[src/rtl/tsm_pkg.sv]
// tsm_pkg: shared constants and helpers for the trisected slice multiplier.
// Assumes: operands are split into equal-width slices; weights are powers of two.
package tsm_pkg;

    localparam int SLICE_W_DEF = 6;   // bits per operand slice
    localparam int NSLICE_DEF  = 3;   // slices per operand

    // Bit offset at which the sub-product of slice i (A) and slice j (B) lands.
    function automatic int slice_shift(input int i, input int j, input int w);
        return w * (i + j);
    endfunction

endpackage

[src/rtl/tsm_csa3.sv]
// tsm_csa3: a row of 3:2 counters (full adders) over WIDTH bits.
// Leaves the three inputs as a sum vector and a carry vector moved up one bit.
// Assumes: the caller knows the total fits in WIDTH bits, so the carry out of
// the top bit is never needed.
module tsm_csa3 #(
    parameter int WIDTH = 12
) (
    input  logic [WIDTH-1:0] x,
    input  logic [WIDTH-1:0] y,
    input  logic [WIDTH-1:0] z,
    output logic [WIDTH-1:0] sum,
    output logic [WIDTH-1:0] carry
);

    localparam int LOW = WIDTH - 1;

    // Bitwise sum of the three inputs.
    assign sum = x ^ y ^ z;

    // Majority of each bit position, moved into the next position up.
    assign carry = {(x[LOW-1:0] & y[LOW-1:0]) |
                    (x[LOW-1:0] & z[LOW-1:0]) |
                    (y[LOW-1:0] & z[LOW-1:0]), 1'b0};

endmodule

[src/rtl/tsm_slice_mul.sv]
// tsm_slice_mul: W x W unsigned sub-multiplier with a carry-save result.
// It makes W AND-gate partial-product rows (no recoding) and folds them
// with a chain of 3:2 rows. The two outputs add to a*b exactly: every
// intermediate total is a partial sum of rows no larger than the product.
// Assumes: the consumer merges cs_sum and cs_carry further down the line.
module tsm_slice_mul #(
    parameter int W = 6
) (
    input  logic [W-1:0]   a,
    input  logic [W-1:0]   b,
    output logic [2*W-1:0] cs_sum,
    output logic [2*W-1:0] cs_carry
);

    localparam int PW = 2 * W;

    logic [W-1:0][PW-1:0] rows;
    logic [W-1:0][PW-1:0] acc_s;
    logic [W-1:0][PW-1:0] acc_c;

    genvar k;
    generate
        // Partial-product row k: a gated by b[k], at weight 2^k.
        for (k = 0; k < W; k++) begin : g_row
            assign rows[k] = PW'({W{b[k]}} & a) << k;
        end

        // The first row starts the accumulation with no carry.
        assign acc_s[0] = rows[0];
        assign acc_c[0] = '0;

        // Each later row is folded into the running sum and carry.
        for (k = 1; k < W; k++) begin : g_fold
            tsm_csa3 #(.WIDTH(PW)) u_row (
                .x     (acc_s[k-1]),
                .y     (acc_c[k-1]),
                .z     (rows[k]),
                .sum   (acc_s[k]),
                .carry (acc_c[k])
            );
        end
    endgenerate

    // The last accumulation stage is the carry-save result.
    assign cs_sum   = acc_s[W-1];
    assign cs_carry = acc_c[W-1];

endmodule

[src/rtl/tsm_csa_chain.sv]
// tsm_csa_chain: folds N_IN vectors into two (sum, carry) with N_IN-2 rows
// of 3:2 counters in series.
// Assumes: N_IN >= 3 and the true total of all inputs fits in WIDTH bits.
module tsm_csa_chain #(
    parameter int N_IN  = 18,
    parameter int WIDTH = 36
) (
    input  logic [N_IN-1:0][WIDTH-1:0] vin,
    output logic [WIDTH-1:0]           red_sum,
    output logic [WIDTH-1:0]           red_carry
);

    localparam int NSTAGE = N_IN - 2;

    logic [NSTAGE:0][WIDTH-1:0] acc_s;
    logic [NSTAGE:0][WIDTH-1:0] acc_c;

    // The first two inputs seed the running pair.
    assign acc_s[0] = vin[0];
    assign acc_c[0] = vin[1];

    genvar k;
    generate
        // Stage k folds input k+1 into the running pair.
        for (k = 1; k <= NSTAGE; k++) begin : g_stage
            tsm_csa3 #(.WIDTH(WIDTH)) u_row (
                .x     (acc_s[k-1]),
                .y     (acc_c[k-1]),
                .z     (vin[k+1]),
                .sum   (acc_s[k]),
                .carry (acc_c[k])
            );
        end
    endgenerate

    // The last stage is the reduced pair.
    assign red_sum   = acc_s[NSTAGE];
    assign red_carry = acc_c[NSTAGE];

endmodule

[src/rtl/tsm_prefix_add.sv]
// tsm_prefix_add: WIDTH-bit carry-propagate adder, result taken mod 2^WIDTH.
// Carries come from a parallel-prefix (log-depth) tree over generate and
// propagate. Assumes: WIDTH >= 2; no carry in; the carry out is not needed.
module tsm_prefix_add #(
    parameter int WIDTH = 36
) (
    input  logic [WIDTH-1:0] a,
    input  logic [WIDTH-1:0] b,
    output logic [WIDTH-1:0] total
);

    localparam int CW = WIDTH - 1;   // positions whose carry out is consumed

    // Group generate up to each bit: carry out of bit i with no carry in.
    function automatic logic [CW-1:0] prefix_carry(input logic [CW-1:0] g_in,
                                                   input logic [CW-1:0] p_in);
        logic [CW-1:0] g;
        logic [CW-1:0] p;
        logic [CW-1:0] g_nx;
        logic [CW-1:0] p_nx;
        g = g_in;
        p = p_in;
        for (int d = 1; d < CW; d = d * 2) begin
            g_nx = g;
            p_nx = p;
            for (int i = d; i < CW; i++) begin
                g_nx[i] = g[i] | (p[i] & g[i-d]);
                p_nx[i] = p[i] & p[i-d];
            end
            g = g_nx;
            p = p_nx;
        end
        return g;
    endfunction

    logic [WIDTH-1:0] prop;
    logic [CW-1:0]    gen;
    logic [CW-1:0]    cy;

    // Per-bit propagate over the full width and generate below the top bit.
    assign prop = a ^ b;
    assign gen  = a[CW-1:0] & b[CW-1:0];

    // Carry into bit i+1 for each bit i below the top.
    assign cy = prefix_carry(gen, prop[CW-1:0]);

    // Sum bits: propagate XOR incoming carry.
    assign total = prop ^ {cy, 1'b0};

endmodule

[src/rtl/tri_split_mul.sv]
// tri_split_mul: unsigned (SLICE_W*NSLICE)-bit multiplier built from
// NSLICE*NSLICE small sub-multipliers, one per slice pair. The carry-save
// outputs of the sub-units are placed at their slice weight, folded to two
// vectors and summed by a prefix adder. Result registered, latency 1.
// Test mode routes the low slice of each operand into the unit picked by
// test_sel and registers that unit's raw carry-save pair.
// Assumes: synchronous active-low reset; test_sel values >= NSLICE^2 pick
// no unit.
module tri_split_mul
    import tsm_pkg::*;
#(
    parameter int SLICE_W = SLICE_W_DEF,
    parameter int NSLICE  = NSLICE_DEF
) (
    input  logic                                clk,
    input  logic                                rst_n,
    input  logic                                in_valid,
    input  logic [SLICE_W*NSLICE-1:0]           op_a,
    input  logic [SLICE_W*NSLICE-1:0]           op_b,
    input  logic                                test_en,
    input  logic [$clog2(NSLICE*NSLICE)-1:0]    test_sel,
    output logic                                out_valid,
    output logic [2*SLICE_W*NSLICE-1:0]         product,
    output logic                                test_valid,
    output logic [2*SLICE_W-1:0]                test_sum,
    output logic [2*SLICE_W-1:0]                test_carry
);

    localparam int OP_W   = SLICE_W * NSLICE;
    localparam int PROD_W = 2 * OP_W;
    localparam int SUB_W  = 2 * SLICE_W;
    localparam int NSUB   = NSLICE * NSLICE;
    localparam int NVEC   = 2 * NSUB;
    localparam int SEL_W  = $clog2(NSUB);

    logic [NSUB-1:0][SUB_W-1:0]  sub_s;
    logic [NSUB-1:0][SUB_W-1:0]  sub_c;
    logic [NVEC-1:0][PROD_W-1:0] placed;
    logic [PROD_W-1:0]           red_sum;
    logic [PROD_W-1:0]           red_carry;
    logic [PROD_W-1:0]           prod_nxt;
    logic [SUB_W-1:0]            tsel_s;
    logic [SUB_W-1:0]            tsel_c;
    logic                        do_mul;
    logic                        do_test;

    assign do_mul  = in_valid && !test_en;
    assign do_test = in_valid && test_en;

    genvar ia, jb;
    generate
        for (ia = 0; ia < NSLICE; ia++) begin : g_a
            for (jb = 0; jb < NSLICE; jb++) begin : g_b
                localparam int IDX   = ia * NSLICE + jb;
                localparam int SHIFT = slice_shift(ia, jb, SLICE_W);

                logic               hit;
                logic [SLICE_W-1:0] sa;
                logic [SLICE_W-1:0] sb;

                // Test mode redirects the low operand slices into this unit.
                assign hit = test_en && (test_sel == SEL_W'(IDX));
                assign sa  = hit ? op_a[SLICE_W-1:0] : op_a[ia*SLICE_W +: SLICE_W];
                assign sb  = hit ? op_b[SLICE_W-1:0] : op_b[jb*SLICE_W +: SLICE_W];

                tsm_slice_mul #(.W(SLICE_W)) u_sub (
                    .a        (sa),
                    .b        (sb),
                    .cs_sum   (sub_s[IDX]),
                    .cs_carry (sub_c[IDX])
                );

                // Place both carry-save vectors at the slice pair's weight.
                assign placed[2*IDX]   = PROD_W'(sub_s[IDX]) << SHIFT;
                assign placed[2*IDX+1] = PROD_W'(sub_c[IDX]) << SHIFT;
            end
        end
    endgenerate

    tsm_csa_chain #(.N_IN(NVEC), .WIDTH(PROD_W)) u_reduce (
        .vin       (placed),
        .red_sum   (red_sum),
        .red_carry (red_carry)
    );

    tsm_prefix_add #(.WIDTH(PROD_W)) u_final (
        .a     (red_sum),
        .b     (red_carry),
        .total (prod_nxt)
    );

    // Select the carry-save pair of the unit under test; zero if none.
    always_comb begin
        tsel_s = '0;
        tsel_c = '0;
        for (int k = 0; k < NSUB; k++) begin
            if (test_sel == SEL_W'(k)) begin
                tsel_s = sub_s[k];
                tsel_c = sub_c[k];
            end
        end
    end

    // Product register and its valid flag.
    always_ff @(posedge clk) begin
        if (!rst_n) begin
            out_valid <= 1'b0;
            product   <= '0;
        end else begin
            out_valid <= do_mul;
            if (do_mul) begin
                product <= prod_nxt;
            end
        end
    end

    // Test observation registers and their valid flag.
    always_ff @(posedge clk) begin
        if (!rst_n) begin
            test_valid <= 1'b0;
            test_sum   <= '0;
            test_carry <= '0;
        end else begin
            test_valid <= do_test;
            if (do_test) begin
                test_sum   <= tsel_s;
                test_carry <= tsel_c;
            end
        end
    end

endmodule

[config.mk]
export PLATFORM = sky130hd
export DESIGN_NAME = tri_split_mul
export DESIGN_NICKNAME = d
export VERILOG_FILES = /design/src/rtl/tsm_pkg.sv /design/src/rtl/tsm_csa3.sv /design/src/rtl/tsm_slice_mul.sv /design/src/rtl/tsm_csa_chain.sv /design/src/rtl/tsm_prefix_add.sv /design/src/rtl/tri_split_mul.sv
export SDC_FILE = /design/constraint.sdc
export NUM_CORES = 1
export LEC_CHECK = 0
export BUFFER_PORTS_ARGS = -buffer_cell sky130_fd_sc_hd__buf_4
export CAP_MARGIN = 20
export CORE_UTILIZATION = 50
export DETAILED_ROUTE_END_ITERATION = 8
export PLACE_DENSITY_LB_ADDON = 0.1
export REMOVE_ABC_BUFFERS = 1
export SLEW_MARGIN = 10
export SYNTH_ARGS = -nofsm -noshare
export SYNTH_HDL_FRONTEND = slang
export SYNTH_SLANG_ARGS = --single-unit
[constraint.sdc]
create_clock -name clk -period 34.6 [get_ports clk]
set_clock_uncertainty 0.05 [all_clocks]
set_input_delay 3.46 -clock clk [delete_from_list [all_inputs] [get_ports clk]]
set_output_delay 3.46 -clock clk [all_outputs]
set_load 0.02 [all_outputs]
==> impl_metrics.ini <==
[hold_path]
whs_path_depth = 2
hold_path.class = flop to flop

[timing]
max_slew_margin = 0.392
fin_tns_setup_ns = 0
fin_crit_ns = 15.07
min_period_over_period = 0.436
max_freq_ghz = 0.0663
report.final.setup_viol = 0
final_hold_viol_count = 0
final_max_slew_viol_count = 0
worst_pin_slew_ns = 0.887
rsz0062_at_grt = no

[global_route]
antenna_found_initial = 0
grt_max_degree = 63
grt_first_pass_wirelength_mm = 75.0
grt.total_usage = 0.306
grt-ovfl-total = 0
grt_pass1_vias = 12600

[layout]
layout-drive-gt1-share = 0.0978
fillers = 2928
nNetsFinal = 2377
syn2layout_area_growth_pct = 6.85
num_antenna_cells = 0

[synthesis]
yosysWarnings = 0
syn_avg_cell_area_um2 = 8.78
synth_cell_type_count = 61
yosysSeqAreaShare = 0.0679
synthArstFlopShare = 0
synthCells = 1814
synth_edf_count = 0
yosys_most_used_dff = dfxtp_1
ys_ff_latch = 54
syn-cell-area_um2 = 15900

[clock_network]
cts_buffers = 5
cts_setup_buffers = 0
clkTransAtPathRegs_ns = 0.08
root_buffer = clkbuf_16
cts_tree = yes
cts.sinks = 54
cts_buffer_depth = 2
ctsResizeCount = 0
ctsHoldBuffers = 0
clkLatencyLatePin_ns = 0.33
h-tree-depth = 2

[setup_path]
worst_path_max_delay_cell = mux2i_1
cp-start-kind = input port
cp_top_family = adder cells
worstSetupPathDepth = 44
reg2reg_depth = 2
cp_data_required_time_ns = 34.79
crit_buf_inv = 13
critical-path-max-stage-delay_ns = 0.54
critical_path.max_fanout = 50
cp.arrival_ns = 15.26
path_common_cell = fa_1
cp-end-kind = flop
r2r_slack_ns = 33.78
crit_type = input port to flop

[detailed_routing]
wl_per_cell_um = 21.6
drt-total-wl_mm = 48.4
ant_nets = 0
vias_per_cell = 5.59
first_pass_iters = 6
first_iter_violations = 944
vias = 12500
drc_errors = 0

[run]
max-cap-violations = 0

[placed_design]
hpwlAfterDp_mm = 39.6
port_buffers = 97
place.gp.congestion = 0.950

[die]
die-width_um = 180
die_h_um = 180
initial_utilization = 0.514
io_pins = 106
rows = 64
die_area_um2 = 32600
design.core.area_um2 = 31000

[run_status]
status = complete, no violations
-- routing by layer --
| layer | share of wire | global-route usage | wire [um] | up-vias |
|---|---|---|---|---|
| met2 | 0.43 | 0.464 | 21000 | 533 |
| met1 | 0.45 | 0.442 | 21800 | 6212 |
| li1 | - | - | - | 5717 |
| met4 | 0.038 | 0.108 | 1840 | 0 |
| met5 | 0 | 0 | 0 | - |
| met3 | 0.078 | 0.0483 | 3770 | 82 |
-- logic make-up (layout without fill, tap and decap cells) --
logic type | count (synthesis) | count (layout) | share of synthesized area
xor gates and xnor gates | 8 | 8 | 0.00440
buffers and inverters | 469 | 498 | 0.114
adders and majority gates | 484 | 484 | 0.510
other | 1 | 8 | 0.000235
DFF | 54 | 54 | 0.0679
and+or+nand+nor | 497 | 497 | 0.149
AOI/OAI and AO/OA | 179 | 179 | 0.0724
muxes | 122 | 122 | 0.0817
-- cells in the mapped netlist, drive strengths merged (2+ instances only) --
cell | count | area share
o21bai | 2 | 0.00094
nand3 | 15 | 0.0047
a21oi | 37 | 0.012
nor3 | 17 | 0.0053
inv | 388 | 0.091
nor4 | 2 | 0.00079
mux2i | 64 | 0.040
ha | 208 | 0.16
nor4b | 2 | 0.0020
o21ai | 43 | 0.014
a31o | 2 | 0.0011
a21o | 5 | 0.0024
dfxtp | 54 | 0.068
o211ai | 4 | 0.0019
a31oi | 9 | 0.0035
and2 | 70 | 0.028
mux2 | 58 | 0.041
o22ai | 23 | 0.0090
nand4 | 2 | 0.00079
a211oi | 5 | 0.0024
nor3b | 2 | 0.00094
clkbuf | 60 | 0.014
nand2 | 232 | 0.056
o221ai | 11 | 0.0060
xnor2 | 3 | 0.0016
fa | 276 | 0.35
and4b | 2 | 0.0013
a21boi | 19 | 0.0090
and3 | 4 | 0.0016
buf | 21 | 0.0081
nand3b | 4 | 0.0019
or3 | 2 | 0.00079
nor2b | 48 | 0.019
nand2b | 17 | 0.0067
nand4b | 3 | 0.0016
nor2 | 72 | 0.017
a221oi | 7 | 0.0038
o211a | 4 | 0.0025
xor2 | 5 | 0.0027
-- worst min-delay path, delay by kind of cell (launching register included) --
kind / cells / cell delay, ns
DFF: 1 / 0.31
AOI/OAI and AO/OA: 1 / 0.06
and+or+nand+nor: 1 / 0.05
-- path summary, 6_finish.rpt --
check,start,endpoint
setup reg to reg,product[35]$_SDFFE_PN0P_,product[35]$_SDFFE_PN0P_
hold reg to reg,product[16]$_SDFFE_PN0P_,product[16]$_SDFFE_PN0P_
setup / recovery,test_sel[0],product[30]$_SDFFE_PN0P_
hold / removal,product[16]$_SDFFE_PN0P_,product[16]$_SDFFE_PN0P_
-- sequential cells by signal, summed over array words and instances (netlist names) --
signal / flops
product: 36
test_valid: 1
test_sum: 11
test_carry: 5
out_valid: 1
-- cells in the final DEF, fill, tap and decap left out, drive strengths merged, types with 48 or more instances in the layout --
master,synthesis,layout
and2,70,70
buf,21,102
dfxtp,54,54
fa,276,276
ha,208,208
inv,388,389
mux2,58,58
mux2i,64,64
nand2,232,232
nor2,72,72
nor2b,48,48
-- stage by stage --
stage	hold WS, ns	setup slack (ns)	cells	util	cell area [um^2]
final	0.416	19.53	2246	0.549	17000
after global routing	0.440	18.88	2246	0.549	17000
after CTS	0.422	19.56	2246	0.549	17000
after detailed placement	0.411	19.29	2238	0.544	16900
after global placement	0.402	19.38	2238	0.544	16900
after floorplan	0.491	20.20	1740	-	15600
-- final cells by class --
| type | instances | area, um^2 | area share |
|---|---|---|---|
| inverter | 388 | 1460 | 0.0856 |
| clock buffer | 6 | 139 | 0.00816 |
| clock inverter | 2 | 16.3 | 0.000956 |
| multi-input combinational | 1298 | 13100 | 0.768 |
| sequential | 54 | 1080 | 0.0635 |
| timing repair buffer | 102 | 766 | 0.0450 |
| tap | 396 | 495 | 0.0291 |
Power is not shown: default switching activity piles up to over one toggle a cycle in this logic, so the estimate is an artifact.
